`src/rtl/ccp_unit.sv`:
```
module ccp_unit #(
  parameter int TW = 16,
  parameter int PW = 8
) (
  input  logic          clk,
  input  logic          rst_n,
  input  logic [3:0]    mode_i,
  input  logic [1:0]    duty_lo_i,
  input  logic [TW-1:0] value_i,
  input  logic [TW-1:0] tmr16_i,
  input  logic [PW-1:0] tmr8_i,
  input  logic [1:0]    tmr8_sub_i,
  input  logic          per_match_i,
  input  logic          adc_en_i,
  input  logic          pin_i,
  output logic          pin_o,
  output logic [TW-1:0] capture_o,
  output logic          irq_o,
  output logic          adc_start_o,
  output logic          tmr_rst_o
);
  localparam int DW = PW + 2;
  localparam logic [3:0] M_OFF = 4'b0000;
  localparam logic [3:0] M_SET = 4'b1000;
  localparam logic [3:0] M_CLR = 4'b1001;
  localparam logic [3:0] M_TRG = 4'b1011;

  logic [3:0]    mode_q;
  logic          pin_s, eq_q, out_q;
  logic [3:0]    pcnt, plim;
  logic [DW-1:0] duty_act;

  wire mode_chg = mode_q != mode_i;
  wire is_cap   = mode_i[3:2] == 2'b01;
  wire is_cmp   = mode_i[3:2] == 2'b10;
  wire is_pwm   = &mode_i[3:2];
  wire rise     = pin_i & ~pin_s;
  wire fall     = ~pin_i & pin_s;
  wire edge_ok  = (mode_i[1:0] == 2'b00) ? fall : rise;
  wire cap_ev   = is_cap & ~mode_chg & edge_ok & (pcnt == plim);
  wire eq       = tmr16_i == value_i;
  wire hit      = is_cmp & ~mode_chg & eq & ~eq_q;

  always_comb begin
    case (mode_i[1:0])
      2'b10:   plim = 4'd3;
      2'b11:   plim = 4'd15;
      default: plim = 4'd0;
    endcase
  end

  assign pin_o = is_pwm ? ({tmr8_i, tmr8_sub_i} < duty_act) : out_q;

  always_ff @(posedge clk) begin
    if (!rst_n) begin
      mode_q      <= M_OFF;
      pin_s       <= 1'b0;
      eq_q        <= 1'b0;
      out_q       <= 1'b0;
      pcnt        <= '0;
      duty_act    <= '0;
      capture_o   <= '0;
      irq_o       <= 1'b0;
      adc_start_o <= 1'b0;
      tmr_rst_o   <= 1'b0;
    end else begin
      mode_q      <= mode_i;
      pin_s       <= pin_i;
      eq_q        <= eq;
      irq_o       <= cap_ev | hit;
      tmr_rst_o   <= hit & (mode_i == M_TRG);
      adc_start_o <= hit & (mode_i == M_TRG) & adc_en_i;
      if (cap_ev) capture_o <= tmr16_i;
      if (mode_chg || !is_cap) pcnt <= '0;
      else if (edge_ok) pcnt <= (pcnt == plim) ? 4'd0 : pcnt + 4'd1;
      if (per_match_i) duty_act <= {value_i[PW-1:0], duty_lo_i};
      if (mode_i == M_OFF) out_q <= 1'b0;
      else if (mode_chg && mode_i == M_SET) out_q <= 1'b0;
      else if (mode_chg && mode_i == M_CLR) out_q <= 1'b1;
      else if (hit && mode_i == M_SET) out_q <= 1'b1;
      else if (hit && mode_i == M_CLR) out_q <= 1'b0;
    end
  end

  a_r8_trig_mode: assert property (@(posedge clk) disable iff (!rst_n)
    (adc_start_o || tmr_rst_o) |-> $past(mode_i) == M_TRG);
  a_r8_adc_with_reset: assert property (@(posedge clk) disable iff (!rst_n)
    adc_start_o |-> tmr_rst_o);
  a_r10_duty_hold: assert property (@(posedge clk) disable iff (!rst_n)
    !$past(per_match_i) |-> $stable(duty_act));
  a_r2_capture_hold: assert property (@(posedge clk) disable iff (!rst_n)
    ($past(mode_i[3:2]) != 2'b01) |-> $stable(capture_o));
  a_r11_off_low: assert property (@(posedge clk) disable iff (!rst_n)
    ($past(mode_i) == M_OFF && mode_i == M_OFF) |-> !pin_o);
endmodule

```
`config.mk`:
```
export PLATFORM = sky130hd
export DESIGN_NAME = ccp_unit
export DESIGN_NICKNAME = d
export VERILOG_FILES = /design/src/rtl/ccp_unit.sv
export SDC_FILE = /design/constraint.sdc
export NUM_CORES = 1
export LEC_CHECK = 0
export ABC_AREA = 1
export BUFFER_PORTS_ARGS = -buffer_cell sky130_fd_sc_hd__buf_2
export CELL_PAD_IN_SITES_DETAIL_PLACEMENT = 1
export CELL_PAD_IN_SITES_GLOBAL_PLACEMENT = 1
export CORE_UTILIZATION = 31
export DETAILED_ROUTE_END_ITERATION = 16
export PLACE_DENSITY = 0.76
export SLEW_MARGIN = 20
export SYNTH_ARGS = -nofsm -noshare
export SYNTH_HDL_FRONTEND = slang
export SYNTH_SLANG_ARGS = --single-unit
```
`constraint.sdc`:
```
create_clock -name clk -period 1.33 [get_ports clk]
set_input_delay 0.133 -clock clk [delete_from_list [all_inputs] [get_ports clk]]
set_output_delay 0.133 -clock clk [all_outputs]
set_load 0.01 [all_outputs]
```
# == Word-level counts from Yosys, hierarchy flattened ==
# Index checks and enable logic that the tools add are counted.
# op_classes
addsub,1
n_mul,0
div,0
n_lt_le_gt_ge,1
eq_ne,10
n_shift,0
muxes,7
bitwise_logic,16
reduce_logical,12
# ops
operator,n
$eq 16x16->1,1
$eq 4x4->1 const B,3
$and 1x1->1,10
$lt 10x10->1,1
$pmux 4 s2,1
$eq 2x2->1 const B,3
$mux 1,5
$not 1->1,5
$add 4x1->4 const B,1
$eq 4x4->1,1
$logic_and 1x1->1,4
$logic_not 4->1,1
$mux 4,1
$ne 4x4->1,1
$reduce_bool 3->1,1
$reduce_or 3->1,1
$eq 2x1->1 const B,1
$logic_not 2->1,1
$reduce_and 2->1,1
$reduce_or 2->1,1
$logic_not 1->1,1
$logic_or 1x1->1,1
$or 1x1->1,1
# totals
regBits,40
latchBits,0
mem_bits_rw,0
rom_bits,0
out_inout_bits,20
mem_count,0

# == Depth between registers and ports, before layout ==
# Gate-level depths: netlist (run 1).
# depth
ltp_word,9
ltp_mapped,11
depth_no_buf,10

# == Worst setup path after synthesis (run 1) ==
# OpenSTA, ideal clock, no wires.
# synth_timing
path_type,reg2out
start,reg duty_act[7]
end,out pin_o
arrival_time_ps,1295
required_ps,1197
path_slack_ps,-98
stages_incl_launch_ff,8
path_buffers,0
path_cell_list,dfxtp_1 inv_1 ha_1 a21oi_1 nor3_1 a211oi_1 nand3_1 o21ai_0
# synth_via
elab_chain_len,2
# synth_rtl
element,line,rtl
start: declaration,31,logic [DW-1:0] duty_act;
start signal: assignment,76,"if (per_match_i) duty_act <= {value_i[PW-1:0], duty_lo_i};"
$lt 10x10->1,52,"assign pin_o = is_pwm ? ({tmr8_i, tmr8_sub_i} < duty_act) : out_q;"
$mux 1,52,
end: declaration,16,"output logic pin_o,"
# Every way passes these cells.

# == Worst setup path in the final report (run 1) ==
# Same ends and word-level chain as after synthesis.

==> results of run 1 <==
-- critical path: cells and delay by family, from the launching register on --
family,cells,cell delay (ns)
fa+ha+maj,1,0.21
compound gates,3,0.41
simple gates,2,0.18
flops,1,0.34
buf+inv,2,0.18
-- per-stage QoR --
stage / hold WS (ns) / std cells / total power, uW
finish: 0.0380 / 511 / 2750
global route: 0.0442 / 511 / 2890
CTS: 0.0347 / 511 / 2770
detailed placement: 0.349 / 497 / 1710
global placement: 0.340 / 497 / 1690
floorplan: 0.226 / 329 / 1500
-- state kept, by name (all words and copies together), names as in the netlist --
name / flops
capture_o: 16
eq_q: 1
out_q: 1
mode_q: 4
pin_s: 1
pcnt: 4
tmr_rst_o: 1
irq_o: 1
adc_start_o: 1
duty_act: 10
-- per-layer routing --
metal,GRT usage [%],vias to the layer above
met5,0,-
met4,7.12,0
met3,2.63,14
met2,35.0,46
met1,21.6,1082
li1,-,1213
-- worst max-delay path by stage --
stage                                   startpoint    end  slack, ns  cells after the start
after global placement    duty_act[8]$_SDFFE_PN0P_  pin_o      -0.16                      8
after global routing      duty_act[7]$_SDFFE_PN0P_  pin_o      -0.48                      8
after CTS                 duty_act[7]$_SDFFE_PN0P_  pin_o      -0.48                      8
after detailed placement  duty_act[7]$_SDFFE_PN0P_  pin_o      -0.26                      8
final                     duty_act[7]$_SDFFE_PN0P_  pin_o      -0.41                      8
after floorplan           duty_act[7]$_SDFFE_PN0P_  pin_o      0.003                      7
-- cell usage in the layout (no fill, tap or decap), types with 2 or more instances in the layout --
cell,n
sky130_fd_sc_hd__o21ai_0,12
sky130_fd_sc_hd__nand4_1,2
sky130_fd_sc_hd__ha_4,2
sky130_fd_sc_hd__nand2_8,3
sky130_fd_sc_hd__a21oi_2,4
sky130_fd_sc_hd__o21a_1,2
sky130_fd_sc_hd__ha_1,8
sky130_fd_sc_hd__dfxtp_2,8
sky130_fd_sc_hd__nor2_4,6
sky130_fd_sc_hd__clkbuf_8,5
sky130_fd_sc_hd__nand2_2,2
sky130_fd_sc_hd__and2_1,2
sky130_fd_sc_hd__nand2_1,75
sky130_fd_sc_hd__clkinv_8,2
sky130_fd_sc_hd__buf_6,4
sky130_fd_sc_hd__o21ai_1,6
sky130_fd_sc_hd__o21ai_2,12
sky130_fd_sc_hd__inv_2,8
sky130_fd_sc_hd__buf_4,21
sky130_fd_sc_hd__inv_1,49
sky130_fd_sc_hd__nand3_1,2
sky130_fd_sc_hd__buf_2,72
sky130_fd_sc_hd__nor3_4,3
sky130_fd_sc_hd__nor2_1,45
sky130_fd_sc_hd__a21oi_1,15
sky130_fd_sc_hd__dfxtp_1,32
sky130_fd_sc_hd__nor2_2,15
-- kinds of logic (layout without fill, tap and decap cells) --
group	count (synthesis)	count (layout)	share of synthesized area, %
xor gates and xnor gates	3	3	1.22
and+or+nand+nor	158	160	30.5
buffers and inverters	64	164	12.3
AOI/OAI and AO/OA	54	54	13.1
adders and majority gates	10	10	5.81
DFF	40	40	37.2
-- cell type report --
| class | instances | area [um2] |
|---|---|---|
| clock buffers | 5 | 68.8 |
| clock inverters | 3 | 42.5 |
| fillers | 887 | 3570 |
| inverters | 58 | 230 |
| multi-input cells | 227 | 1350 |
| flip-flops and latches | 40 | 811 |
| well taps | 80 | 100 |
| repair buffers | 97 | 563 |
| repair inverters | 1 | 16.3 |
-- timing repair --
action / in CTS / in global routing
pin swaps: 26 / 15
setup endpoints to repair: 23 / 25
gates cloned: 3 / 0
gates resized for setup: 63 / 24
setup buffers: 3 / 0
-- power groups by stage --
| stage | sequential, uW | combinational (uW) | clock (uW) |
|---|---|---|---|
| 2_1_floorplan | 1270 | 233 | 0 |
| 3_3_place_gp | 1270 | 417 | 0 |
| 3_5_place_dp | 1270 | 440 | 0 |
| 4_1_cts | 1250 | 499 | 1020 |
| 5_1_grt | 1250 | 576 | 1070 |
| 6_report | 1250 | 507 | 1000 |
==> qor.csv, run 1 <==
stage,metric,value,unit
run_status,outcome,"finished, violations left",
run_status,failed_checks,negative setup slack,
worst_hold_path,min_delay_path_depth,2,
critical_path,worst_ep_arrival_time,1.61,ns
sta,fin_setup_tns,-2.87,ns
place,post-place-ws,-0.260,ns
synth,synth_largest_type_area_fraction,37.2,%
detailed_routing,avgViaCountPerCell,4.61,
sta,tightest_pin_transition,0.343,ns
power_and_ir_drop,max_vdd_drop,0.429,mV
detailed_routing,wl_met1,2740,um
sta,timing.final.ws_setup,-0.411,ns
detailed_routing,drc_errors,0,
place,place.port_buffers,72,
critical_path,crit_path_max_fanout,2,
synth,ys.warnings.count,0,
power_and_ir_drop,clockPowerShare,36.3,%
global_route,grt_max_degree,17,
detailed_routing,routed-wl-met3,168,um
sta,fin_crit_sh,131,%
power_and_ir_drop,cellInternalPower,2010,uW
power_and_ir_drop,power.density_cell_area,864,nW/um2
detailed_routing,dr.first_iter.drc_count,35,
synth,synth_common_cells,"76 x sky130_fd_sc_hd__nand2_1, 63 x sky130_fd_sc_hd__nor2_1, 55 x sky130_fd_sc_hd__inv_1",
detailed_routing,final_antenna_net_count,0,
critical_path,crit_required,1.20,ns
critical_path,regToRegStartpoint,mode_q[3]$_SDFF_PN0_,
floorplanning,die_w,85.4,um
worst_hold_path,timing.hold.worst_endpoint,adc_start_o$_SDFF_PN0_,
sta,finalClockSkew,0.00844,ns
power_and_ir_drop,combinationalPowerShare,18.4,%
floorplanning,die_height,85.4,um
floorplanning,floorplan.die_area,7290,um2
detailed_routing,drt-wirelength-per-cell,12.5,um
critical_path,largest_stage_delay_on_the_critical_path,0.34,ns
sta,rsz0062_at_grt,true,
critical_path,timing.reg2reg.worst_path_depth,11,
synth,synthesis.nets,392,
finish,summed_area_of_non_filler_cells_in_the_final_layout,3190,um2
synth,synth_area_per_cell,6.55,um2
clock_network,cts_inserted_buffers,5,
sta,post-route-min-period,1.74,ns
global_route,number_of_antenna_violations_at_the_first_check_in_global_routing,0,
critical_path,setup.reg_to_reg.worst_slack,-0.15,ns
clock_network,tritoncts,yes,
power_and_ir_drop,net-switching-power,745,uW
finish,number_of_diodes,0,
detailed_routing,routed_wirelength,6380,um
sta,report.final.hold_viol_count,0,
critical_path,setup.worst_path.end_class,output port,
worst_hold_path,min-delay-path-class,in2reg,
finish,drive_above_1_share,41.1,%
critical_path,worst_setup_path_start_kind,flip-flop,
critical_path,slowest_library_cell_on_the_worst_path,sky130_fd_sc_hd__dfxtp_2,
sta,setup-violations-final,23,
sta,maxSlewHeadroom,77.1,%
synth,ff_latch_count_synth,40,
place,finalWeightedCongestion,0.776,
critical_path,r2r_path_end,capture_o[6]$_SDFFE_PN0P_,
detailed_routing,length_of_the_first_detailed_routing_pass_in_iterations,4,
power_and_ir_drop,power.sequential.fraction,45.3,%
finish,finish.net_count,493,
clock_network,clock_tree.htree_level_count,2,
power_and_ir_drop,power_switching_share,27.1,%
sta,finalMaxSlewViolations,0,
clock_network,numClockSinks,40,
floorplanning,placeableCoreArea,6760,um2
critical_path,criticalPathCategory,reg2out,
global_route,first_global_vias,2421,
place,dp_hpwl,4850,um
synth,synth_top_area_cells,"sky130_fd_sc_hd__dfxtp_1 37%, sky130_fd_sc_hd__nand2_1 13%, sky130_fd_sc_hd__nor2_1 11%",
synth,synth_most_common_cell,sky130_fd_sc_hd__nand2_1,
worst_hold_path,min-delay-start,adc_en_i,
detailed_routing,dr.max_layer_used,met4,
global_route,grt_pass1_wl,10900,um
synth,synth.distinct_cells,31,
synth,post_synth_instance_area,2150,um2
detailed_routing,met2WireLength,3290,um
synth,ys.flop_type,sky130_fd_sc_hd__dfxtp_1,
floorplanning,rows,30,
power_and_ir_drop,leakagePower,0.00166,uW
synth,syn-instance-count,329,
synth,synth-seq-area-share,37.2,%
clock_network,clk_latency,0.29,ns
clock_network,path_clk_slew,0.08,ns
synth,asyncSetResetFlopFracSynth,0,%
place,dpl-instance-area,2740,um2
floorplanning,number_of_primary_i_o_pins,73,
clock_network,cts_buffer_depth,2,
clock_network,cts_root_buf,sky130_fd_sc_hd__clkbuf_8,
synth,netlist.top_cell.by_area,sky130_fd_sc_hd__dfxtp_1,
sta,max_clock_freq,574,MHz
detailed_routing,route.vias.total,2355,
finish,area_delta_synth_final,47.9,%
run,maxCapViolCount,0,
finish,final_core_utilization,47.1,%
global_route,grt_overflow,0,
global_route,grtUsageTotal,18.8,%
critical_path,series_of_cell_instances_along_the_critical_path,inv_2 > ha_4 > a21oi_2 > nor3_2 > a211oi_2 > nand3_1 > o21ai_2 > buf_2,
synth,synth_edf_count,0,
clock_network,post_cts_hold_buffer_count,0,
floorplanning,start_util,31.9,%
Note: power is estimated with default switching activity, not from simulation.
==> inputs of run 2 (changes only) <==
--- a/config.mk
+++ b/config.mk
@@ -12,6 +12,7 @@
 export CORE_UTILIZATION = 31
 export DETAILED_ROUTE_END_ITERATION = 16
 export PLACE_DENSITY = 0.76
+export RECOVER_POWER = 100
 export SLEW_MARGIN = 20
 export SYNTH_ARGS = -nofsm -noshare
 export SYNTH_HDL_FRONTEND = slang
==> run 2 against run 1 <==
Compared with the run above:
- the flow still finishes with violations (negative setup slack)
- via count is 0.17% higher
- largest power group unchanged
- cell count stayed put
- sequential cell count stayed put
- register-to-register slack about the same
- power hardly changed
==> qor.csv, run 2 (synthesis gave the netlist of run 1 again) <==
stage,metric,value,unit,change
detailed_routing,routed_wirelength,6380,um,about the same
finish,finish.net_count,493,,unchanged
finish,largest_register_ffs,16,,unchanged
power_and_ir_drop,power.density_cell_area,872,nW/um2,was 864 nW/um2
sta,report.final.hold_viol_count,0,,unchanged
global_route,grt_max_degree,17,,unchanged
finish,final_cell_mix,"75 x sky130_fd_sc_hd__nand2_1, 52 x sky130_fd_sc_hd__buf_2, 49 x sky130_fd_sc_hd__inv_1, 45 x sky130_fd_sc_hd__nor2_1, 32 x sky130_fd_sc_hd__dfxtp_1",,"was 75 x sky130_fd_sc_hd__nand2_1, 72 x sky130_fd_sc_hd__buf_2, 49 x sky130_fd_sc_hd__inv_1, 45 x sky130_fd_sc_hd__nor2_1, 32 x sky130_fd_sc_hd__dfxtp_1"
critical_path,worst_setup_path_start_kind,flip-flop,,unchanged
finish,regMostFlops,capture_o,,unchanged
clock_network,post_cts_hold_buffer_count,0,,unchanged
sta,max_clock_freq,574,MHz,about the same
worst_hold_path,min-delay-path-class,in2reg,,unchanged
power_and_ir_drop,p_total,2750,uW,about the same
detailed_routing,avgViaCountPerCell,4.62,,was 4.61
finish,reg.largest.list,"capture_o x16, duty_act x10",,unchanged
power_and_ir_drop,max_vdd_drop,0.429,mV,about the same
critical_path,largest_stage_delay_on_the_critical_path,0.34,ns,about the same
finish,final.fill_count,890,,was 887
detailed_routing,drc_errors,0,,unchanged
clock_network,tritoncts,yes,,unchanged
floorplanning,die_w,85.4,um,unchanged
sta,timing.final.ws_setup,-0.411,ns,about the same
clock_network,clk_latency,0.29,ns,about the same
clock_network,cts_inserted_buffers,5,,unchanged
detailed_routing,dr.first_iter.drc_count,30,,was 35
detailed_routing,routed-wl-met3,169,um,was 168 um
floorplanning,placeableCoreArea,6760,um2,unchanged
detailed_routing,final_antenna_net_count,0,,unchanged
global_route,grtUsageTotal,18.8,%,unchanged
critical_path,worst_ep_arrival_time,1.61,ns,about the same
place,finalWeightedCongestion,0.776,,unchanged
run,maxCapViolCount,0,,unchanged
floorplanning,rows,30,,unchanged
detailed_routing,dr.max_layer_used,met4,,unchanged
critical_path,series_of_cell_instances_along_the_critical_path,inv_2 > ha_4 > a21oi_2 > nor3_2 > a211oi_2 > nand3_1 > o21ai_2 > buf_2,,unchanged
critical_path,slowest_library_cell_on_the_worst_path,sky130_fd_sc_hd__dfxtp_2,,unchanged
power_and_ir_drop,leakagePower,0.00157,uW,was 0.00166 uW
worst_hold_path,min_delay_path_depth,2,,unchanged
clock_network,numClockSinks,40,,unchanged
sta,maxSlewHeadroom,65.2,%,was 77.1%
sta,setup-violations-final,23,,unchanged
critical_path,critPathTopFamily,compound AO/OA/AOI/OAI gates,,unchanged
clock_network,cts_buffer_depth,2,,unchanged
global_route,grt_overflow,0,,unchanged
place,post-place-ws,-0.260,ns,unchanged
finish,drive_above_1_share,36.2,%,was 41.1%
sta,rsz0062_at_grt,true,,unchanged
finish,number_of_diodes,0,,unchanged
detailed_routing,route.vias.total,2359,,was 2355
floorplanning,number_of_primary_i_o_pins,73,,unchanged
place,dp_hpwl,4850,um,unchanged
sta,final.hold.worst_slack,0.0379,ns,was 0.0380 ns
finish,area_delta_synth_final,46.5,%,was 47.9%
clock_network,cts_root_buf,sky130_fd_sc_hd__clkbuf_8,,unchanged
critical_path,criticalPathCategory,reg2out,,unchanged
place,numPlacedInstances,497,,unchanged
run_status,outcome,"finished, violations left",,unchanged
global_route,number_of_antenna_violations_at_the_first_check_in_global_routing,0,,unchanged
critical_path,crit_path_max_fanout,2,,unchanged
critical_path,worstSetupPathDepth,8,,unchanged
detailed_routing,drt-wirelength-per-cell,12.5,um,about the same
detailed_routing,wl_met1,2750,um,was 2740 um
floorplanning,die_height,85.4,um,unchanged
clock_network,path_clk_slew,0.08,ns,about the same
critical_path,setup.worst_path.end_class,output port,,unchanged
critical_path,timing.reg2reg.worst_path_depth,11,,unchanged
clock_network,clock_tree.htree_level_count,2,,unchanged
finish,commonest_non_fill_non_tap_cell_in_the_layout,sky130_fd_sc_hd__nand2_1,,unchanged
sta,finalMaxSlewViolations,0,,unchanged
global_route,grt_pass1_wl,10900,um,unchanged
global_route,first_global_vias,2421,,unchanged
sta,post-route-min-period,1.74,ns,about the same
finish,post_layout_nonfiller_instances,511,,unchanged
sta,fin_crit_sh,131,%,about the same
floorplanning,floorplan.die_area,7290,um2,unchanged
run_status,failed_checks,negative setup slack,,unchanged
sta,tightest_pin_transition,0.523,ns,was 0.343 ns
sta,finalClockSkew,0.00850,ns,was 0.00844 ns
floorplanning,start_util,31.9,%,unchanged
critical_path,path_buf_inv,2,,unchanged
place,place.port_buffers,72,,unchanged
detailed_routing,length_of_the_first_detailed_routing_pass_in_iterations,4,,unchanged
critical_path,crit_required,1.20,ns,about the same
detailed_routing,met2WireLength,3290,um,about the same
run 2: stage by stage:
| stage | setup TNS [ns] | util (%) | area [um2] |
|---|---|---|---|
| finish | -2.92 | 46.7 | 3160 |
| global route | -6.13 | 46.7 | 3160 |
| CTS | -4.27 | 45.9 | 3100 |
| detailed placement | -3.39 | 40.6 | 2740 |
| global placement | -1.85 | 40.6 | 2740 |
| floorplan | 0 | - | 2160 |
run 2: power breakdown:
part           internal [uW]  switching [uW]
logic                    219             286
clock network            556             444
registers               1230            15.2
run 2: final timing paths:
path	slack, ns	to	from
min reg2reg	0.48	out_q$_SDFFE_PP0P_	out_q$_SDFFE_PP0P_
max reg2reg	-0.15	capture_o[6]$_SDFFE_PN0P_	mode_q[3]$_SDFF_PN0_
min	0.04	adc_start_o$_SDFF_PN0_	adc_en_i
max	-0.41	pin_o	duty_act[7]$_SDFFE_PN0P_
run 2: what timing repair did:
action / in CTS / in global routing
buffers inserted: 3 / 0
pin swaps: 26 / 15
cloned: 3 / 0
resized for setup: 63 / 24
setup endpoints to repair: 23 / 25
run 2: layer usage:
layer  track usage (%)  vias up
met3              2.63       14
met5                 0        -
met1              21.6     1086
met4              7.12        0
met2              35.0       46
li1                  -     1213
run 2: final cells by class:
cell class | instances | area [um2] | area share (%)
clock buffers | 5 | 68.8 | 2.18
clock inverters | 3 | 42.5 | 1.35
inverters | 58 | 230 | 7.29
multi-input cells | 227 | 1350 | 42.9
flip-flops and latches | 40 | 811 | 25.7
well taps | 80 | 100 | 3.17
repair buffers | 97 | 534 | 16.9
repair inverters | 1 | 16.3 | 0.515
run 2: worst register-to-register path, cell delays in order, from the launching register on:
cell                       delay (ns)
sky130_fd_sc_hd__dfxtp_2         0.33
sky130_fd_sc_hd__inv_1           0.04
sky130_fd_sc_hd__nand2_1         0.06
sky130_fd_sc_hd__nand2_2         0.06
sky130_fd_sc_hd__nor2_4          0.14
sky130_fd_sc_hd__nand2_2         0.10
sky130_fd_sc_hd__nor3_4          0.13
sky130_fd_sc_hd__buf_6           0.20
sky130_fd_sc_hd__nand2_8         0.12
sky130_fd_sc_hd__clkinv_8        0.11
sky130_fd_sc_hd__nor2_2          0.04
sky130_fd_sc_hd__nor2_1          0.08
